File: config.mk
export PLATFORM = sky130hd
export DESIGN_NAME = vc_fmt_bridge
export DESIGN_NICKNAME = d
export VERILOG_FILES = /design/src/rtl/vfb_pkg.sv /design/src/rtl/vfb_filter.sv /design/src/rtl/vfb_unpack.sv /design/src/rtl/vfb_packer.sv /design/src/rtl/vc_fmt_bridge.sv
export SDC_FILE = /design/constraint.sdc
export NUM_CORES = 1
export LEC_CHECK = 0
export BUFFER_PORTS_ARGS = -buffer_cell sky130_fd_sc_hd__buf_2
export CAP_MARGIN = 0
export CORE_MARGIN = 2
export CORE_UTILIZATION = 30
export CTS_CLUSTER_DIAMETER = 80
export DETAILED_ROUTE_END_ITERATION = 10
export PLACE_DENSITY = 0.44
export SLEW_MARGIN = 20
export SYNTH_ARGS = -nofsm -noshare
export SYNTH_HDL_FRONTEND = slang
export SYNTH_SLANG_ARGS = --single-unit
export TNS_END_PERCENT = 5
File: constraint.sdc
create_clock -name clk -period 6 [get_ports clk]
set_input_delay 0.6 -clock clk [delete_from_list [all_inputs] [get_ports clk]]
set_output_delay 0.6 -clock clk [all_outputs]
set_load 0.005 [all_outputs]
File: src/rtl/vfb_pkg.sv
package vfb_pkg;

  localparam logic [5:0] DT_RAW8  = 6'h2A;
  localparam logic [5:0] DT_RAW10 = 6'h2B;

  // byte-based types: 8-bit raw and the user range 0x30..0x37
  function automatic logic is_byte_type(logic [5:0] dt);
    return (dt == DT_RAW8) || (dt[5:3] == 3'b110);
  endfunction

  function automatic int unsigned pix_width(logic [5:0] main_dt);
    return (main_dt == DT_RAW10) ? 10 : 8;
  endfunction

  function automatic int unsigned out_width(int unsigned pw, int unsigned ppb);
    int unsigned bits;
    bits = ((pw > 8) ? pw : 8) * ppb;
    return ((bits + 7) / 8) * 8;
  endfunction

  // join high byte with the 2-bit share taken from the packed low byte
  function automatic logic [9:0] raw10_join(logic [7:0] hi, logic [7:0] lo_byte,
                                            int unsigned idx);
    return {hi, lo_byte[2*idx +: 2]};
  endfunction

endpackage

File: src/rtl/vfb_filter.sv
module vfb_filter #(
  parameter logic [5:0] MAIN_DT = vfb_pkg::DT_RAW10
) (
  input  logic       clk,
  input  logic       rst_n,
  input  logic       beat_fire,
  input  logic       beat_end,
  input  logic [5:0] dt,
  input  logic [1:0] vc,
  input  logic [1:0] cfg_vc,
  output logic       keep,
  output logic       raw10,
  output logic       first
);
  import vfb_pkg::*;

  logic in_pkt, pkt_keep, pkt_raw10;
  logic type_ok, new_keep, new_raw10;

  assign type_ok   = is_byte_type(dt) || ((MAIN_DT == DT_RAW10) && (dt == DT_RAW10));
  assign new_keep  = type_ok && (vc == cfg_vc);
  assign new_raw10 = (dt == DT_RAW10);

  assign first = !in_pkt;
  assign keep  = in_pkt ? pkt_keep  : new_keep;
  assign raw10 = in_pkt ? pkt_raw10 : new_raw10;

  always_ff @(posedge clk or negedge rst_n) begin
    if (!rst_n) begin
      in_pkt    <= 1'b0;
      pkt_keep  <= 1'b0;
      pkt_raw10 <= 1'b0;
    end else if (beat_fire) begin
      if (beat_end) begin
        in_pkt <= 1'b0;
      end else if (!in_pkt) begin
        in_pkt    <= 1'b1;
        pkt_keep  <= new_keep;
        pkt_raw10 <= new_raw10;
      end
    end
  end

  AST_DECISION_HELD: assert property (@(posedge clk) disable iff (!rst_n)
    (in_pkt && !(beat_fire && beat_end)) |=> (in_pkt && $stable(keep)));

endmodule

File: src/rtl/vfb_unpack.sv
module vfb_unpack (
  input  logic       clk,
  input  logic       rst_n,
  input  logic       in_valid,
  input  logic [7:0] in_data,
  input  logic       in_raw10,
  input  logic       in_last,
  input  logic       in_sof,
  output logic       in_ready,
  output logic       px_valid,
  output logic [9:0] px_data,
  output logic       px_raw10,
  output logic       px_sof,
  output logic       px_eol,
  input  logic       px_ready
);
  import vfb_pkg::*;

  logic [9:0] pix [4];
  logic [7:0] msb [4];
  logic [2:0] cnt, rd, grp, left;
  logic       ld_sof, ld_eol, ld_raw10, grp_sof;

  logic       px_fire, loads, free, in_fire;
  logic [9:0] nxt_pix [4];
  logic [2:0] nxt_cnt;
  logic       nxt_sof;

  assign left     = cnt - rd;
  assign px_valid = (left != 3'd0);
  assign px_data  = pix[rd[1:0]];
  assign px_raw10 = ld_raw10;
  assign px_sof   = ld_sof && (rd == 3'd0);
  assign px_eol   = ld_eol && ((rd + 3'd1) == cnt);
  assign px_fire  = px_valid && px_ready;

  // a byte that completes pixels needs the pixel buffer to be free
  assign loads    = !in_raw10 || in_last || (grp == 3'd4);
  assign free     = (left == 3'd0) || ((left == 3'd1) && px_fire);
  assign in_ready = loads ? free : 1'b1;
  assign in_fire  = in_valid && in_ready;

  always_comb begin
    for (int k = 0; k < 4; k++) nxt_pix[k] = '0;
    nxt_cnt = 3'd1;
    nxt_sof = in_sof;
    if (!in_raw10) begin
      nxt_pix[0] = {2'b00, in_data};
    end else if (grp == 3'd4) begin
      for (int k = 0; k < 4; k++) nxt_pix[k] = raw10_join(msb[k], in_data, k);
      nxt_cnt = 3'd4;
      nxt_sof = grp_sof;
    end else begin
      // truncated group: received high bytes become pixels, low bits zero
      for (int k = 0; k < 4; k++) begin
        if (3'(k) < grp)       nxt_pix[k] = {msb[k], 2'b00};
        else if (3'(k) == grp) nxt_pix[k] = {in_data, 2'b00};
      end
      nxt_cnt = grp + 3'd1;
      nxt_sof = (grp == 3'd0) ? in_sof : grp_sof;
    end
  end

  always_ff @(posedge clk or negedge rst_n) begin
    if (!rst_n) begin
      for (int k = 0; k < 4; k++) begin
        pix[k] <= '0;
        msb[k] <= '0;
      end
      cnt      <= '0;
      rd       <= '0;
      grp      <= '0;
      ld_sof   <= 1'b0;
      ld_eol   <= 1'b0;
      ld_raw10 <= 1'b0;
      grp_sof  <= 1'b0;
    end else begin
      if (px_fire) rd <= rd + 3'd1;
      if (in_fire) begin
        if (loads) begin
          for (int k = 0; k < 4; k++) pix[k] <= nxt_pix[k];
          cnt      <= nxt_cnt;
          rd       <= '0;
          ld_sof   <= nxt_sof;
          ld_eol   <= in_last;
          ld_raw10 <= in_raw10;
          if (in_raw10) grp <= '0;
        end else begin
          msb[grp[1:0]] <= in_data;
          grp           <= grp + 3'd1;
          if (grp == 3'd0) grp_sof <= in_sof;
        end
      end
    end
  end

  AST_GROUP_RANGE: assert property (@(posedge clk) disable iff (!rst_n)
    grp <= 3'd4);

  AST_PIXEL_HOLD: assert property (@(posedge clk) disable iff (!rst_n)
    (px_valid && !px_ready) |=> (px_valid && $stable(px_data) && $stable(px_eol)));

endmodule

File: src/rtl/vfb_packer.sv
module vfb_packer #(
  parameter int PPB   = 2,
  parameter int OUT_W = 24
) (
  input  logic             clk,
  input  logic             rst_n,
  input  logic             px_valid,
  input  logic [9:0]       px_data,
  input  logic             px_raw10,
  input  logic             px_sof,
  input  logic             px_eol,
  output logic             px_ready,
  output logic             m_tvalid,
  output logic [OUT_W-1:0] m_tdata,
  output logic             m_tuser,
  output logic             m_tlast,
  input  logic             m_tready
);
  localparam int FW = $clog2(PPB) + 1;

  logic [9:0]    slot [PPB];
  logic [FW-1:0] fill;
  logic          o_valid, o_sof, o_eol, beat_raw10;
  logic          take, complete;

  assign px_ready = !o_valid || m_tready;
  assign take     = px_valid && px_ready;
  assign complete = (fill == FW'(PPB - 1)) || px_eol;

  assign m_tvalid = o_valid;
  assign m_tuser  = o_sof;
  assign m_tlast  = o_eol;

  // pack pixels contiguously from bit 0 at the stride of the beat's type
  always_comb begin
    m_tdata = '0;
    for (int i = 0; i < PPB; i++) begin
      if (beat_raw10) m_tdata = m_tdata | (OUT_W'(slot[i]) << (i * 10));
      else            m_tdata = m_tdata | (OUT_W'(slot[i][7:0]) << (i * 8));
    end
  end

  always_ff @(posedge clk or negedge rst_n) begin
    if (!rst_n) begin
      for (int i = 0; i < PPB; i++) slot[i] <= '0;
      fill       <= '0;
      o_valid    <= 1'b0;
      o_sof      <= 1'b0;
      o_eol      <= 1'b0;
      beat_raw10 <= 1'b0;
    end else begin
      if (o_valid && m_tready) o_valid <= 1'b0;
      if (take) begin
        for (int i = 0; i < PPB; i++) begin
          if (fill == '0)           slot[i] <= (i == 0) ? px_data : '0;
          else if (FW'(i) == fill)  slot[i] <= px_data;
        end
        if (fill == '0) begin
          o_sof      <= px_sof;
          beat_raw10 <= px_raw10;
        end
        if (complete) begin
          fill    <= '0;
          o_valid <= 1'b1;
          o_eol   <= px_eol;
        end else begin
          fill <= fill + 1'b1;
        end
      end
    end
  end

  AST_OUT_HOLD: assert property (@(posedge clk) disable iff (!rst_n)
    (m_tvalid && !m_tready) |=> (m_tvalid && $stable(m_tdata) && $stable(m_tuser) && $stable(m_tlast)));

  AST_EOL_CLOSES: assert property (@(posedge clk) disable iff (!rst_n)
    (take && px_eol) |=> (m_tvalid && m_tlast));

  AST_FULL_BEAT: assert property (@(posedge clk) disable iff (!rst_n)
    ($rose(m_tvalid) && !m_tlast) |-> ($past(fill) == FW'(PPB - 1)));

endmodule

File: src/rtl/vc_fmt_bridge.sv
module vc_fmt_bridge #(
  parameter int         PPB     = 2,
  parameter logic [5:0] MAIN_DT = vfb_pkg::DT_RAW10,
  localparam int        OUT_W   = vfb_pkg::out_width(vfb_pkg::pix_width(MAIN_DT), PPB)
) (
  input  logic             clk,
  input  logic             rst_n,
  input  logic [1:0]       cfg_vc,
  input  logic             s_tvalid,
  output logic             s_tready,
  input  logic [7:0]       s_tdata,
  input  logic [7:0]       s_tdest,
  input  logic [1:0]       s_tuser,
  input  logic             s_tlast,
  output logic             m_tvalid,
  input  logic             m_tready,
  output logic [OUT_W-1:0] m_tdata,
  output logic             m_tuser,
  output logic             m_tlast
);
  logic       keep, raw10, first, pkt_end, beat_fire;
  logic       up_ready, up_valid;
  logic       px_valid, px_ready, px_raw10, px_sof, px_eol;
  logic [9:0] px_data;

  // an error-flagged beat closes the packet just like TLAST
  assign pkt_end   = s_tlast || s_tuser[1];
  assign up_valid  = s_tvalid && keep;
  assign s_tready  = keep ? up_ready : 1'b1;
  assign beat_fire = s_tvalid && s_tready;

  vfb_filter #(.MAIN_DT(MAIN_DT)) u_filter (
    .clk      (clk),
    .rst_n    (rst_n),
    .beat_fire(beat_fire),
    .beat_end (pkt_end),
    .dt       (s_tdest[7:2]),
    .vc       (s_tdest[1:0]),
    .cfg_vc   (cfg_vc),
    .keep     (keep),
    .raw10    (raw10),
    .first    (first)
  );

  vfb_unpack u_unpack (
    .clk     (clk),
    .rst_n   (rst_n),
    .in_valid(up_valid),
    .in_data (s_tdata),
    .in_raw10(raw10),
    .in_last (pkt_end),
    .in_sof  (s_tuser[0] && first),
    .in_ready(up_ready),
    .px_valid(px_valid),
    .px_data (px_data),
    .px_raw10(px_raw10),
    .px_sof  (px_sof),
    .px_eol  (px_eol),
    .px_ready(px_ready)
  );

  vfb_packer #(.PPB(PPB), .OUT_W(OUT_W)) u_packer (
    .clk     (clk),
    .rst_n   (rst_n),
    .px_valid(px_valid),
    .px_data (px_data),
    .px_raw10(px_raw10),
    .px_sof  (px_sof),
    .px_eol  (px_eol),
    .px_ready(px_ready),
    .m_tvalid(m_tvalid),
    .m_tdata (m_tdata),
    .m_tuser (m_tuser),
    .m_tlast (m_tlast),
    .m_tready(m_tready)
  );

  AST_DROPPED_NOT_LOADED: assert property (@(posedge clk) disable iff (!rst_n)
    (s_tvalid && !keep && !px_valid) |=> !px_valid);

endmodule

### Word-level counts from Yosys, hierarchy flattened

Index checks and enable logic that the tools add are counted.

* add/subtract/negate cells: 4
* $mul: 0
* div/mod/pow operators: 0
* order comparisons: 7
* equal/unequal tests: 13
* shifts and indexed selects: 0
* mux-type cells: 40
* bitwise gates (word level): 6
* reductions and logical operators: 35

Operators by type and width (count)
* $mux 10: 14
* $mux 40: 1
* $bwmux 32: 1
* $mux 30: 1
* $mux 24: 1
* $or 24x16->24: 1
* $or 24x20->24: 1
* $mux 3: 7
* $bmux 10 s2: 1
* $demux 8 s2: 1
* $reduce_and 2->1: 7
* $eq 6x6->1 const B: 2
* $logic_and 1x1->1: 11
* $mux 1: 11
* $logic_not 3->1: 3
* $logic_or 1x1->1: 8
* $mux 8: 1
* $add 3x1->3 const B: 2
* $eq 2x3->1 const A: 2
* $eq 3x3->1 const B: 2
* $ge 3x3->1 const B: 2
* $lt 1x3->1 const A: 2
* $lt 2x3->1 const A: 2
* $not 2->3: 2
* other kinds (16): 19

* flip-flop bits (word level): 114
* latch bits: 0
* memory bits (writable): 0
* ROM bits: 0
* logic and storage cells: 130
* memories: 0

### Logic depth before layout (Yosys ltp)

* depth in word-level cells: 9
* mapped depth: 10

### Modules after synthesis

A second synthesis with hierarchy kept.

* cell total of the unflattened synthesis: 475
* area total of the unflattened synthesis: 5864.4 um2

Modules (own cells, without submodules)
* vfb_unpack: instances 1, cells an instance 345, area each 4219.0 um2
* vfb_packer: instances 1, cells an instance 104, area each 1412.6 um2
* vfb_filter: instances 1, cells an instance 21, area each 190.2 um2
* vc_fmt_bridge: instances 1, cells an instance 5, area each 42.5 um2

### Least setup slack after synthesis

No wires, ideal clock.

* path type: reg-to-reg
* start: register u_unpack.grp[0]
* end: register u_unpack.ld_raw10 (netlist: u_unpack.px_raw10)
* library setup time: 128 ps
* arrival: 2282 ps
* path slack: 3590 ps
* stages on the path, launching flop included: 11
* buffers on the path: 3
* path through: dfrtp_1 -> clkbuf_1 -> inv_1 -> ha_1 -> nand2_1 -> nand2_1 -> nor2_4 -> nor3_4 -> buf_6 -> buf_6 -> mux2_1

* cells in the longest elaborated chain, start to end: 5

RTL lines
* from (decl): RTL line vfb_unpack.sv:21 `logic [2:0] cnt, rd, grp, left;`
* from (signal assigned): RTL line vfb_unpack.sv:90 `grp <= grp + 3'd1;`
* $eq 3x3->1 (*): RTL line vfb_unpack.sv:38 `assign loads = !in_raw10 || in_last || (grp == 3'd4);`
* $logic_or 1x1->1 (*): RTL line vfb_unpack.sv:38
* $mux 1: RTL line vfb_unpack.sv:40 `assign in_ready = loads ? free : 1'b1;`
* $logic_and 1x1->1: RTL line vfb_unpack.sv:41 `assign in_fire = in_valid && in_ready;`
* $reduce_and 2->1 (no line) (*)
* to (signal assigned): RTL line vfb_unpack.sv:86 `ld_raw10 <= in_raw10;`
* to (decl): RTL line vfb_unpack.sv:22 `logic ld_sof, ld_eol, ld_raw10, grp_sof;`

Mark *: on every way between the ends. The rest lies on a longest branch, timed or not.
A chain may end at the register's enable or synchronous reset.

### Final worst setup path

* start: register u_unpack.rd[0]
* end: output port s_tready

* cells in the longest elaborated chain, start to end: 7
* elaborated cells on any way between the ends: 9

RTL lines
* from (decl): RTL line vfb_unpack.sv:21
* from (signal assigned): RTL line vfb_unpack.sv:78 `if (px_fire) rd <= rd + 3'd1;`
* $sub 3x3->3 (*): RTL line vfb_unpack.sv:29 `assign left = cnt - rd;`
* $reduce_bool 3->1: RTL line vfb_unpack.sv:30 `assign px_valid = (left != 3'd0);`
* $logic_and 1x1->1: RTL line vfb_unpack.sv:35 `assign px_fire = px_valid && px_ready;`
* $logic_and 1x1->1: RTL line vfb_unpack.sv:39 `assign free = (left == 3'd0) || ((left == 3'd1) && px_fire);`
* $logic_or 1x1->1 (*): RTL line vfb_unpack.sv:39
* $mux 1 (*): RTL line vfb_unpack.sv:40
* $mux 1 (*): RTL line vc_fmt_bridge.sv:29 `assign s_tready = keep ? up_ready : 1'b1;`
* to (decl): RTL line vc_fmt_bridge.sv:10 `output logic s_tready,`

Marks and branches as above.

==> summary.md <==
| Metric | Value |
|---|---|
| Status | `finished clean` |
| Worst-path maximum fanout | `14` |
| Drt wl/cell | `17.9 µm` |
| Data arrival time at the worst-slack endpoint | `between 2000 and 3000 ps` |
| Required time worst endpoint | `~5400 ps` |
| Synth Register Bits | `roughly 110` |
| Clock skew | `around 6.6 ps` |
| Max Slew Vio Count | `0` |
| Worst Tran Pin Value | `908 ps` |
| CTS Sinks | `around 110` |
| CTS clk-pin slew, worst paths | `around 50 ps` |
| Critical path class | `reg -> out` |
| Flip-flop and latch area | `around 2900 µm²` |
| Starting Density | `30.8%` |
| CP Buf/Inv Count | `1` |
| CP endpoint kind | `output pin` |
| Setup TNS | `0 ps` |
| Cts bufs inserted | `17` |
| Multi-input logic area | `slightly below 3000 µm²` |
| Layout cells sized above 1 | `32.7%` |
| Final setup violation count | `0` |
| Largest net degree at the start of global routing | `70` |
| First-pass GRT wire length | `between 20,000 and 25,000 µm` |
| # diodes | `0` |
| Detailed Place HPWL | `a little over 10,000 µm` |
| Vias in the first global route | `between 4,000 and 5,000` |
| Peak supply drop | `0.194 mV` |
| CTS tree | `built` |
| Area growth syn-to-layout | `14.7%` |
| FMAX | `between 200 and 300 MHz` |
| Netlist cell types | `54` |
| Initial antenna violation count | `0` |
| Register area share after synthesis | `~47%` |
| H-tree lvl count | `4` |
| Power per cell area | `about 340 nW/µm²` |
| Min-Delay Path Class | `in -> async` |
| Clock latency on the worst-skew pair | `between 400 and 500 ps` |
| Hold slack | `201 ps` |
| Min cycle time layout | `between 3000 and 4000 ps` |
| Worst-path cell chain | `ha_1 > fa_1 > xnor3_1 > o211ai_2 > a21boi_1 > nand2_1 > buf_2` |
| Setup WS pre-CTS | `2740 ps` |
| Vias/cell | `slightly below 5` |
| Routability congestion estimate | `slightly above 0.7` |
| GRT Util Overall | `~15%` |
| PortBufs | `48` |
| I/O pin count | `53` |
| Total gr overflow | `0` |
| Final WL | `14,900 µm` |
| CP delay by family, top | `adder cells` |
| RSZ-0062 raised after global routing | `no` |
| Crit path largest cell delay | `680 ps` |
| Final ANT Viol Nets | `0` |
| Slew headroom | `between 30% and 40%` |
| Area of the die | `21,200 µm²` |
| CTS max path bufs | `2` |
| Die W | `about 150 µm` |
| Row count | `just over 50` |
| Critical path startpoint category | `flop` |
| # resized after CTS | `0` |
| Root buf cell | `clkbuf_16` |
| MaxCap Viol Count | `0` |
| DRT Pass-1 Iters | `4` |
| Final period util | `57.8%` |
| Final Hold Fails | `0` |
| DRC errors left | `0` |
| Post-CTS Hold Buffers | `0` |
| Vias post-DR | `about 4,100` |
| Die Span Y | `between 100 and 150 µm` |
| CORE AREA | `approximately 20,000 µm²` |
| Crit-path slowest cell | `dfrtp_1` |
| Net count, final | `a little under 600` |
| Ys Warns | `0` |
| Syn avg cell area | `around 11 µm²` |
| Final worst slack | `2530 ps` |
| Filler cells | `a little under 2,000` |
| Pleak | `around 3.2 nW` |
| Initial drt markers | `about 250` |
| Syn Std Cell Area | `~6000 µm²` |
| Mapped Cells | `530` |
| Post-CTS setup buffers | `0` |
## worst paths after layout
| kind | from | to | slack (ps) | cells after the start |
|---|---|---|---|---|
| setup / recovery | u_unpack.rd[0] | s_tready | 2530 | 7 |
| setup reg to reg | u_unpack.rd[0] | u_packer.slot[19] | 2780 | 7 |
| hold / removal | rst_n | u_unpack.rd[2] | 200 | 1 |
| min in group clk | u_unpack.px_raw10 | u_unpack.px_raw10 | 480 | 1 |
| hold reg to reg | u_unpack.px_raw10 | u_unpack.px_raw10 | 480 | 1 |
| max in group asynchronous | rst_n | u_unpack.pix[15] | 4430 | 2 |
## through the flow
stage	area, µm²	power (mW)	std cells	util, %
floorplan	6040	1.35	533	-
global placement	6390	1.49	804	32.6
detailed placement	6390	1.50	804	32.6
CTS	6910	2.41	836	35.3
global route	6910	2.50	836	35.3
finish	6910	2.37	836	35.3
## sequential cells by signal (all words and copies together), names as in the netlist, 2 cells and up
signal	cells
u_unpack.pix	40
u_packer.slot	20
u_unpack.msb	32
u_packer.fill	2
u_unpack.rd	3
u_unpack.grp	3
u_unpack.cnt	3
## cell families (layout without fill, tap and decap cells)
logic type / count (synthesis) / count (layout) / share of synthesized area, %
mux: 100 / 100 / 20.5
simple gates: 160 / 160 / 14.2
flops: 114 / 114 / 47.4
xor+xnor: 6 / 6 / 1.33
compound gates: 82 / 82 / 9.45
other cells: 1 / 4 / 0.0622
fa+ha+maj: 10 / 10 / 2.20
buf+inv: 57 / 95 / 4.84
## final cells by class
class / instances / area share, %
clock inverters: 6 / 0.434
repair buffers: 53 / 4.05
clock buffers: 26 / 7.08
inverters: 10 / 0.543
flip-flops and latches: 114 / 41.3
multi-input cells: 362 / 41.8
well taps: 265 / 4.80
## cell usage after synthesis (all sizes together)
library cell	number	area, µm²
dfrtp	114	2850
mux2	88	991
nand2	53	199
nand3	48	290
a21oi	30	150
buf	27	179
clkbuf	20	75.1
nor2	18	75.1
o21ai	18	90.1
inv	10	37.5
mux4	10	225
and2	9	56.3
ha	9	113
a22o	8	70.1
nand3b	8	60.1
nor2b	8	50.1
a31oi	7	58.8
a32o	5	50.1
nor3	4	31.3
nand2b	3	26.3
xnor2	3	26.3
a21o	2	15.0
a31o	2	17.5
a32oi	2	25.0
and3	2	12.5
mux2i	2	20.0
nand4b	2	17.5
or2	2	12.5
xnor3	2	45.0
a2111oi	1	27.5
a211oi	1	7.51
a21bo	1	10.0
a21boi	1	7.51
a2bb2oi	1	8.76
and3b	1	8.76
conb	1	3.75
fa	1	20.0
nor4	1	12.5
o2111a	1	11.3
o211ai	1	12.5
o31ai	1	7.51
or3	1	6.26
xor2	1	8.76
## where the power goes
part           internal (mW)  total [mW]  switching, mW  leakage [nW]
Clock                  0.555       0.892          0.337         0.262
Combinational          0.240       0.525          0.285          1.37
Sequential             0.851       0.956          0.104          1.56
## layer usage
layer	global-route usage (%)	vias to the layer above	share of wire, %
met3	3.39	17	4.8
met5	0	-	0
met2	22.2	101	45
li1	-	1941	-
met4	4.95	0	1.3
met1	20.5	2083	49
## layout by cell type (no fill, tap or decap), types with 2 or more instances in the layout
cell type  instances
dfrtp_1          114
mux2_2            82
nand2_1           53
buf_2             47
nand3_1           44
a21oi_1           30
o21ai_0           18
nor2_1            17
clkbuf_16         17
inv_1             10
mux4_2            10
and2_1             9
ha_1               9
nor2b_1            8
a22o_1             8
nand3b_1           8
mux2_1             6
a31oi_1            6
clkbuf_1           6
clkinv_2           6
buf_4              6
a32o_1             5
nand3_4            4
conb_1             4
xnor2_1            3
nor3_1             3
clkbuf_8           3
xnor3_1            2
nand2b_1           2
or2_2              2
and3_1             2
nand4b_1           2
a21o_1             2
mux2i_1            2
(Power assumes the default switching activity.)
